### src/rtl/pt_pkg.sv
package pt_pkg;
  typedef enum logic [1:0] {
    ST_IDLE = 2'd0,
    ST_READ = 2'd1,
    ST_WAIT = 2'd2,
    ST_RESP = 2'd3
  } pt_state_e;
endpackage

### src/rtl/pt_addr_split.sv
module pt_addr_split #(
  parameter int LADDR_W     = 16,
  parameter int OFF_W       = 10,
  parameter int MADDR_W     = 16,
  parameter int ENTRY_BYTES = 2,
  localparam int PN_W       = LADDR_W - OFF_W
) (
  input  logic [LADDR_W-1:0] laddr,
  input  logic [MADDR_W-1:0] tbl_base,
  input  logic [PN_W:0]      tbl_len,
  output logic [OFF_W-1:0]   offset,
  output logic               in_range,
  output logic [MADDR_W-1:0] tbl_addr
);
  logic [PN_W-1:0] page;

  always_comb begin
    page     = laddr[LADDR_W-1:OFF_W];
    offset   = laddr[OFF_W-1:0];
    in_range = ({1'b0, page} < tbl_len);
    tbl_addr = tbl_base + (MADDR_W'(page) * MADDR_W'(ENTRY_BYTES));
  end
endmodule

### src/rtl/pt_join.sv
module pt_join #(
  parameter int FRAME_W = 6,
  parameter int OFF_W   = 10,
  localparam int PA_W   = FRAME_W + OFF_W
) (
  input  logic [FRAME_W-1:0] frame,
  input  logic [OFF_W-1:0]   offset,
  input  logic               fault,
  output logic [PA_W-1:0]    paddr
);
  always_comb begin
    if (fault) paddr = '0;
    else       paddr = {frame, offset};
  end
endmodule

### src/rtl/pt_ctrl.sv
module pt_ctrl
  import pt_pkg::*;
#(
  parameter int OFF_W   = 10,
  parameter int FRAME_W = 6,
  parameter int MADDR_W = 16
) (
  input  logic               clk,
  input  logic               rst_n,
  input  logic               req_valid,
  output logic               req_ready,
  input  logic [OFF_W-1:0]   in_offset,
  input  logic               in_range,
  input  logic [MADDR_W-1:0] in_tbl_addr,
  output logic               mem_req_valid,
  input  logic               mem_req_ready,
  output logic [MADDR_W-1:0] mem_req_addr,
  input  logic               mem_rsp_valid,
  input  logic [FRAME_W-1:0] mem_rsp_frame,
  output logic               rsp_valid,
  input  logic               rsp_ready,
  output logic [FRAME_W-1:0] frame_q,
  output logic [OFF_W-1:0]   off_q,
  output logic               fault_q
);
  pt_state_e            state_q, state_d;
  logic [MADDR_W-1:0]   tbl_q;
  logic                 cap_en, frm_en;

  // next-state and output decode
  always_comb begin
    state_d = state_q;
    unique case (state_q)
      ST_IDLE: if (req_valid)     state_d = in_range ? ST_READ : ST_RESP;
      ST_READ: if (mem_req_ready) state_d = ST_WAIT;
      ST_WAIT: if (mem_rsp_valid) state_d = ST_RESP;
      ST_RESP: if (rsp_ready)     state_d = ST_IDLE;
      default:                    state_d = ST_IDLE;
    endcase
  end

  always_comb begin
    req_ready     = (state_q == ST_IDLE);
    mem_req_valid = (state_q == ST_READ);
    rsp_valid     = (state_q == ST_RESP);
    mem_req_addr  = tbl_q;
    cap_en        = req_ready & req_valid;
    frm_en        = (state_q == ST_WAIT) & mem_rsp_valid;
  end

  // state register
  always_ff @(posedge clk or negedge rst_n) begin
    if (!rst_n) state_q <= ST_IDLE;
    else        state_q <= state_d;
  end

  // data registers, enable only
  always_ff @(posedge clk) begin
    if (cap_en) begin
      off_q   <= in_offset;
      tbl_q   <= in_tbl_addr;
      fault_q <= ~in_range;
    end
  end

  always_ff @(posedge clk) begin
    if (frm_en) frame_q <= mem_rsp_frame;
  end

  AST_ACCEPT_ISSUES_READ: assert property (@(posedge clk) disable iff (!rst_n)
    (req_valid && req_ready && in_range) |=> mem_req_valid);
  AST_FAULT_NO_READ: assert property (@(posedge clk) disable iff (!rst_n)
    mem_req_valid |-> !fault_q);
  AST_SINGLE_FLIGHT: assert property (@(posedge clk) disable iff (!rst_n)
    (rsp_valid || mem_req_valid) |-> !req_ready);
  AST_RSP_HOLD: assert property (@(posedge clk) disable iff (!rst_n)
    (rsp_valid && !rsp_ready) |=> (rsp_valid && $stable(off_q) && $stable(fault_q) && $stable(frame_q)));
  AST_MEMREQ_HOLD: assert property (@(posedge clk) disable iff (!rst_n)
    (mem_req_valid && !mem_req_ready) |=> (mem_req_valid && $stable(mem_req_addr)));
endmodule

### src/rtl/pt_xlate.sv
module pt_xlate #(
  parameter int LADDR_W     = 16,
  parameter int OFF_W       = 10,
  parameter int FRAME_W     = 6,
  parameter int MADDR_W     = 16,
  parameter int ENTRY_BYTES = 2,
  localparam int PN_W       = LADDR_W - OFF_W,
  localparam int PA_W       = FRAME_W + OFF_W
) (
  input  logic               clk,
  input  logic               rst_n,
  input  logic [MADDR_W-1:0] ptbr,
  input  logic [PN_W:0]      ptlr,
  input  logic               req_valid,
  output logic               req_ready,
  input  logic [LADDR_W-1:0] req_laddr,
  output logic               rsp_valid,
  input  logic               rsp_ready,
  output logic [PA_W-1:0]    rsp_paddr,
  output logic               rsp_fault,
  output logic               mem_req_valid,
  input  logic               mem_req_ready,
  output logic [MADDR_W-1:0] mem_req_addr,
  input  logic               mem_rsp_valid,
  input  logic [FRAME_W-1:0] mem_rsp_frame
);
  logic [1:0]         rst_sync_q;
  logic               rst_n_int;
  logic [OFF_W-1:0]   sp_offset, off_q;
  logic               sp_in_range, fault_q;
  logic [MADDR_W-1:0] sp_tbl_addr;
  logic [FRAME_W-1:0] frame_q;

  // asynchronous assert, synchronous release
  always_ff @(posedge clk or negedge rst_n) begin
    if (!rst_n) rst_sync_q <= 2'b00;
    else        rst_sync_q <= {rst_sync_q[0], 1'b1};
  end
  assign rst_n_int = rst_sync_q[1];

  pt_addr_split #(
    .LADDR_W(LADDR_W), .OFF_W(OFF_W), .MADDR_W(MADDR_W), .ENTRY_BYTES(ENTRY_BYTES)
  ) u_split (
    .laddr(req_laddr), .tbl_base(ptbr), .tbl_len(ptlr),
    .offset(sp_offset), .in_range(sp_in_range), .tbl_addr(sp_tbl_addr)
  );

  pt_ctrl #(
    .OFF_W(OFF_W), .FRAME_W(FRAME_W), .MADDR_W(MADDR_W)
  ) u_ctrl (
    .clk(clk), .rst_n(rst_n_int),
    .req_valid(req_valid), .req_ready(req_ready),
    .in_offset(sp_offset), .in_range(sp_in_range), .in_tbl_addr(sp_tbl_addr),
    .mem_req_valid(mem_req_valid), .mem_req_ready(mem_req_ready), .mem_req_addr(mem_req_addr),
    .mem_rsp_valid(mem_rsp_valid), .mem_rsp_frame(mem_rsp_frame),
    .rsp_valid(rsp_valid), .rsp_ready(rsp_ready),
    .frame_q(frame_q), .off_q(off_q), .fault_q(fault_q)
  );

  pt_join #(.FRAME_W(FRAME_W), .OFF_W(OFF_W)) u_join (
    .frame(frame_q), .offset(off_q), .fault(fault_q), .paddr(rsp_paddr)
  );

  assign rsp_fault = fault_q;

  AST_FAULT_ZERO_ADDR: assert property (@(posedge clk) disable iff (!rst_n_int)
    (rsp_valid && rsp_fault) |-> (rsp_paddr == '0));
  AST_IDLE_AFTER_RESET: assert property (@(posedge clk) disable iff (!rst_n_int)
    $rose(rst_n_int) |-> (req_ready && !rsp_valid && !mem_req_valid));
endmodule

### config.mk
export PLATFORM = sky130hd
export DESIGN_NAME = pt_xlate
export DESIGN_NICKNAME = d
export VERILOG_FILES = /design/src/rtl/pt_pkg.sv /design/src/rtl/pt_addr_split.sv /design/src/rtl/pt_join.sv /design/src/rtl/pt_ctrl.sv /design/src/rtl/pt_xlate.sv
export SDC_FILE = /design/constraint.sdc
export NUM_CORES = 1
export LEC_CHECK = 0
export BUFFER_PORTS_ARGS = -buffer_cell sky130_fd_sc_hd__buf_4
export CELL_PAD_IN_SITES_DETAIL_PLACEMENT = 0
export CELL_PAD_IN_SITES_GLOBAL_PLACEMENT = 1
export CORE_ASPECT_RATIO = 0.7
export CORE_MARGIN = 3
export CORE_UTILIZATION = 38
export CTS_CLUSTER_SIZE = 25
export DETAILED_ROUTE_END_ITERATION = 12
export PLACE_DENSITY_LB_ADDON = 0.15
export SLEW_MARGIN = 25
export SYNTH_ARGS = -nofsm -noshare
export SYNTH_HDL_FRONTEND = slang
export SYNTH_SLANG_ARGS = --single-unit
### constraint.sdc
create_clock -name clk -period 2 [get_ports clk]
set_input_delay 0.2 -clock clk [delete_from_list [all_inputs] [get_ports clk]]
set_output_delay 0.2 -clock clk [all_outputs]
set_load 0.005 [all_outputs]
-- Word-level counts from Yosys, hierarchy flattened
Index checks and enable logic that the tools add are counted.
- input bits: 51
- word-level logic and storage cells: 27
- register bits: 37
- magnitude comparators: 1
- muxes and demuxes: 7
- add/subtract/negate cells: 1
- equality and inequality tests: 7
- bitwise gates (word level): 3
- reduce and logical (&&, ||, !) cells: 2
- operators by type and width (operator ; number):
    $add 16x7->16 ; 1
    $mux 16 ; 1
    $mux 2 ; 5
    $pmux 2 s4 ; 1
    $lt 6x7->1 ; 1
    $eq 2x2->1 const B ; 2
    $ne 2x1->1 const B ; 2
    $ne 2x2->1 const B ; 2
    $reduce_and 4->1 ; 1
    $and 1x1->1 ; 2
    $eq 2x1->1 const B ; 1
    $logic_not 2->1 ; 1
    $not 1->1 ; 1

-- Logic depth before layout (Yosys ltp)
- depth in word-level cells: 4
- gate-level depth with buffers: 7
- gate-level depth less buffers: 7

-- Hierarchy
From an unflattened synthesis, not the netlist that was laid out.
- cells, all modules: 153
- area, all modules: 1999.4 um^2
- by module, submodules not included (module ; area each (um^2) ; cells an instance ; instances):
    pt_ctrl ; 1198.6 ; 53 ; 1
    pt_addr_split ; 603.1 ; 80 ; 1
    pt_join ; 143.9 ; 17 ; 1
    pt_xlate ; 53.8 ; 3 ; 1

-- Worst setup path before layout
OpenSTA, ideal clock, no wires.
- path type: input port to flip-flop
- from: in ptbr[1]
- to: reg u_ctrl.tbl_q[15] (netlist: u_ctrl.mem_req_addr[15]) (data pin)
- setup slack: 0.011 ns
- arrival: 1.731 ns
- library setup time: 0.258 ns
- required time: 1.742 ns
- stages: 7
- cells stage by stage: ha_1 fa_1 a211oi_2 o21bai_1 a21oi_2 and4b_1 xor2_1
- longest elaborated chain between the ends: 1
- ends and longest elaborated chain (what ; RTL line ; source):
    from (decl) ; pt_xlate.sv:12 ; input logic [MADDR_W-1:0] ptbr,
    $add 16x7->16 ; pt_addr_split.sv:21 ; tbl_addr = tbl_base + (MADDR_W'(page) * MADDR_W'(ENTRY_BYTES));
    via sp_tbl_addr[15] ; pt_xlate.sv:31 ; logic [MADDR_W-1:0] sp_tbl_addr;
    to (signal assigned) ; pt_ctrl.sv:61 ; tbl_q <= in_tbl_addr;
    to (decl) ; pt_ctrl.sv:27 ; logic [MADDR_W-1:0] tbl_q;
The timed path passes the listed nets, and every way through them passes these cells.
A chain may end at the register's enable or synchronous reset.

-- Worst setup path in the final report
Same ends and word-level chain as after synthesis.

==> out/summary.txt <==
Post-CTS Repair Setup Buffers - 0
Synth Flop Type - edfxtp_1
most frequent cells in the layout - buf_4 (91), edfxtp_1 (33), nor2b_1 (16)
DRT antenna net count - 0
Leakage - 1.244 nW
Hold Crit Class - flop to asynchronous set/reset pin
Slew Limit Fails - 0
M2 GR Usage - 0.2178
CTS resizes - 0
dpl hpwl - 3.214 mm
Post-synth EDFFs - 33
post-synth cell types - 33
Placer Congestion - 0.7807
CP cell instances - buf_4, ha_1, fa_1, a211oi_2, o21bai_1, a21oi_2, and4b_1, xor2_1
CTS tree - done
setup violators final - 0
clk_skew - 0.009842 ns
CTS root buffer - clkbuf_8
pin count of the biggest net entering global routing - 28
Core Area - 4529 um^2
CTS Buf Count - 5
DR vias/cell - 4.459
DR WL/cell - 12.80 um
die area - 5771 um^2
post-route cell area - 2758 um^2
global-route wire length before repair - 6.085 mm
Peak VDD IR - 0.4270 mV
fin crit period - 1.806 ns
GRT busiest layer - met2
final hold viol count - 0
peak per-stage delay on the critical path - 0.41 ns
worst reg-to-reg path cell count - 7
antenna cells - 0
CTS max path bufs - 2
Synth top area share - 0.5341
CP endpoint - u_ctrl.mem_req_addr[15]$_DFFE_PP_
Area contributors post-synth - edfxtp_1 (53%), ha_1 (10%), dfrtp_1 (5.4%), nor2b_1 (5.4%), xnor2_1 (3.3%)
worst-skew pair later-pin latency - 0.28 ns
antenna violations before repair - 0
starting density of the core - 0.4097
pwr dens - 922.0 nW/um^2
routed vias - 1,369
status - finished, final reports clean
Syn Nets - 208
DR pass1 iterations - 4
critical path buffer and inverter count - 1
max_cap viols - 0
Ports - 87
RSZ-0062 raised after global routing - no
CP endpoint kind - flop
synthesis-stage register bit count - 37
Reg-to-Reg Start - u_ctrl.state_q[0]$_DFFE_PN0P_
Setup TNS Final - 0 ns
H-tree levels - 2
DRT iter0 DRCs - 46
Startpoint Class - primary input
WP data arrival - 1.84 ns
met1 Resource Use GR - 0.1892
post-synthesis sequential area ratio - 0.5880
Area Overhead vs Synth - 48.62%
Final #Nets - 307
share of post-route cells with drive strength above 1 - 0.4315
Post-synth ARST share - 0.1081
Tcrit/Tclk final - 0.9032
Row Count - 20
most common cell after layout, fill and taps aside - buf_4
Mapped Area - 1856 um^2
drt drc - 0
met3 usage - 0.04066
yosys warns - 0
Cell Area, Placed - 2638 um^2
Fmax - 553.6 MHz
Reg clk slew, reported paths - 0.07 ns
CP Data Required Time - 2.04 ns
WS Path Type - primary input to flop
Global Route Usage Sum - 0.1388
R2R Setup Slk - 0.44 ns
final wirelength - 3.931 mm
crit path max fanout - 2
Crit Reg-Reg Endpoint - u_ctrl.state_q[1]$_DFFE_PN0P_
die height - 64.47 um
port bufs - 86
Crit. Startpoint - ptbr[1]
GRT overflow - 0
CP max-delay cell - fa_1
Synth area leader - edfxtp_1
Mapped Avg Cell Area - 13.16 um^2
Die W - 89.52 um
cells after synthesis - 141
clk sink count - 37
Crit path max-delay family - adder cells
CP Depth - 8
vias in the first global route - 1,333
## cell usage after synthesis, drive strengths merged (2+ instances only)
library cell / count
a211oi: 3
a21o: 4
a21oi: 4
and2: 2
dfrtp: 4
edfxtp: 33
ha: 15
inv: 12
nand2: 3
nand2b: 2
nand3: 2
nand4: 2
nor2: 7
nor2b: 16
nor3: 2
o21ai: 4
o22ai: 2
xnor2: 7
xor2: 5
## stage by stage
stage	cells	setup WS (ns)	hold WS [ns]	utilization	total power, mW
finish	307	0.1936	0.02204	0.6088	2.543
global route	307	0.1300	0.04007	0.6088	2.707
CTS	307	0.2036	0.02292	0.6088	2.573
detailed placement	298	-0.09604	-0.01236	0.5823	1.949
global placement	298	-0.06376	-0.01693	0.5823	1.920
floorplan	141	0.01114	-0.09559	-	1.499
## metal layers
metal | share of wire | up-vias
met1 | 0.49 | 611
met5 | 0 | -
li1 | - | 698
met2 | 0.43 | 56
met4 | 0.0086 | 0
met3 | 0.074 | 4
## how the worst min path moves through the flow
stage                               endpoint  cells after the start
4_1_cts        u_ctrl.state_q[1]$_DFFE_PN0P_                      0
6_report       u_ctrl.state_q[1]$_DFFE_PN0P_                      0
3_3_place_gp         rst_sync_q[1]$_DFF_PN0_                      1
3_5_place_dp         rst_sync_q[0]$_DFF_PN0_                      1
5_1_grt        u_ctrl.state_q[0]$_DFFE_PN0P_                      0
2_1_floorplan        rst_sync_q[0]$_DFF_PN0_                      0
## power by group
part           leakage (nW)  switching [mW]  total (mW)  internal [mW]
Sequential            0.353          0.0630        1.10           1.04
Clock                0.0518           0.256       0.623          0.367
Combinational         0.839           0.368       0.819          0.451
## sequential cells by signal, indices dropped and copies added, names as in the netlist
signal               cells
u_ctrl.fault_q           1
u_ctrl.off_q            10
u_ctrl.mem_req_addr     16
u_ctrl.frame_q           6
u_ctrl.state_q           2
rst_sync_q               2
## layout make-up
cell class | count | area (um^2)
clock buffer | 5 | 68.82
clock inverter | 3 | 41.29
fill | 360 | 1772
inverter | 12 | 45.04
multi-input combinational | 91 | 715.7
sequential | 37 | 1091
tap | 66 | 82.58
timing repair buffer | 93 | 713.2
## kinds of logic after synthesis
logic type / count (synthesis) / share of synthesized area
AO/OA/AOI/OAI: 22 / 0.09103
XOR/XNOR: 12 / 0.05664
adder cells (fa/ha/maj): 16 / 0.1119
buffers and inverters: 13 / 0.02629
flip-flops: 37 / 0.5880
multiplexers: 1 / 0.005395
other: 1 / 0.002021
AND/OR/NAND/NOR: 39 / 0.1187
## repair_timing
action / in CTS / in global routing
setup endpoints to repair: 0 / 0
endpoints found under the hold margin: 2 / 0
hold buffers: 1 / 0
Power figures use the tool's default switching activity.
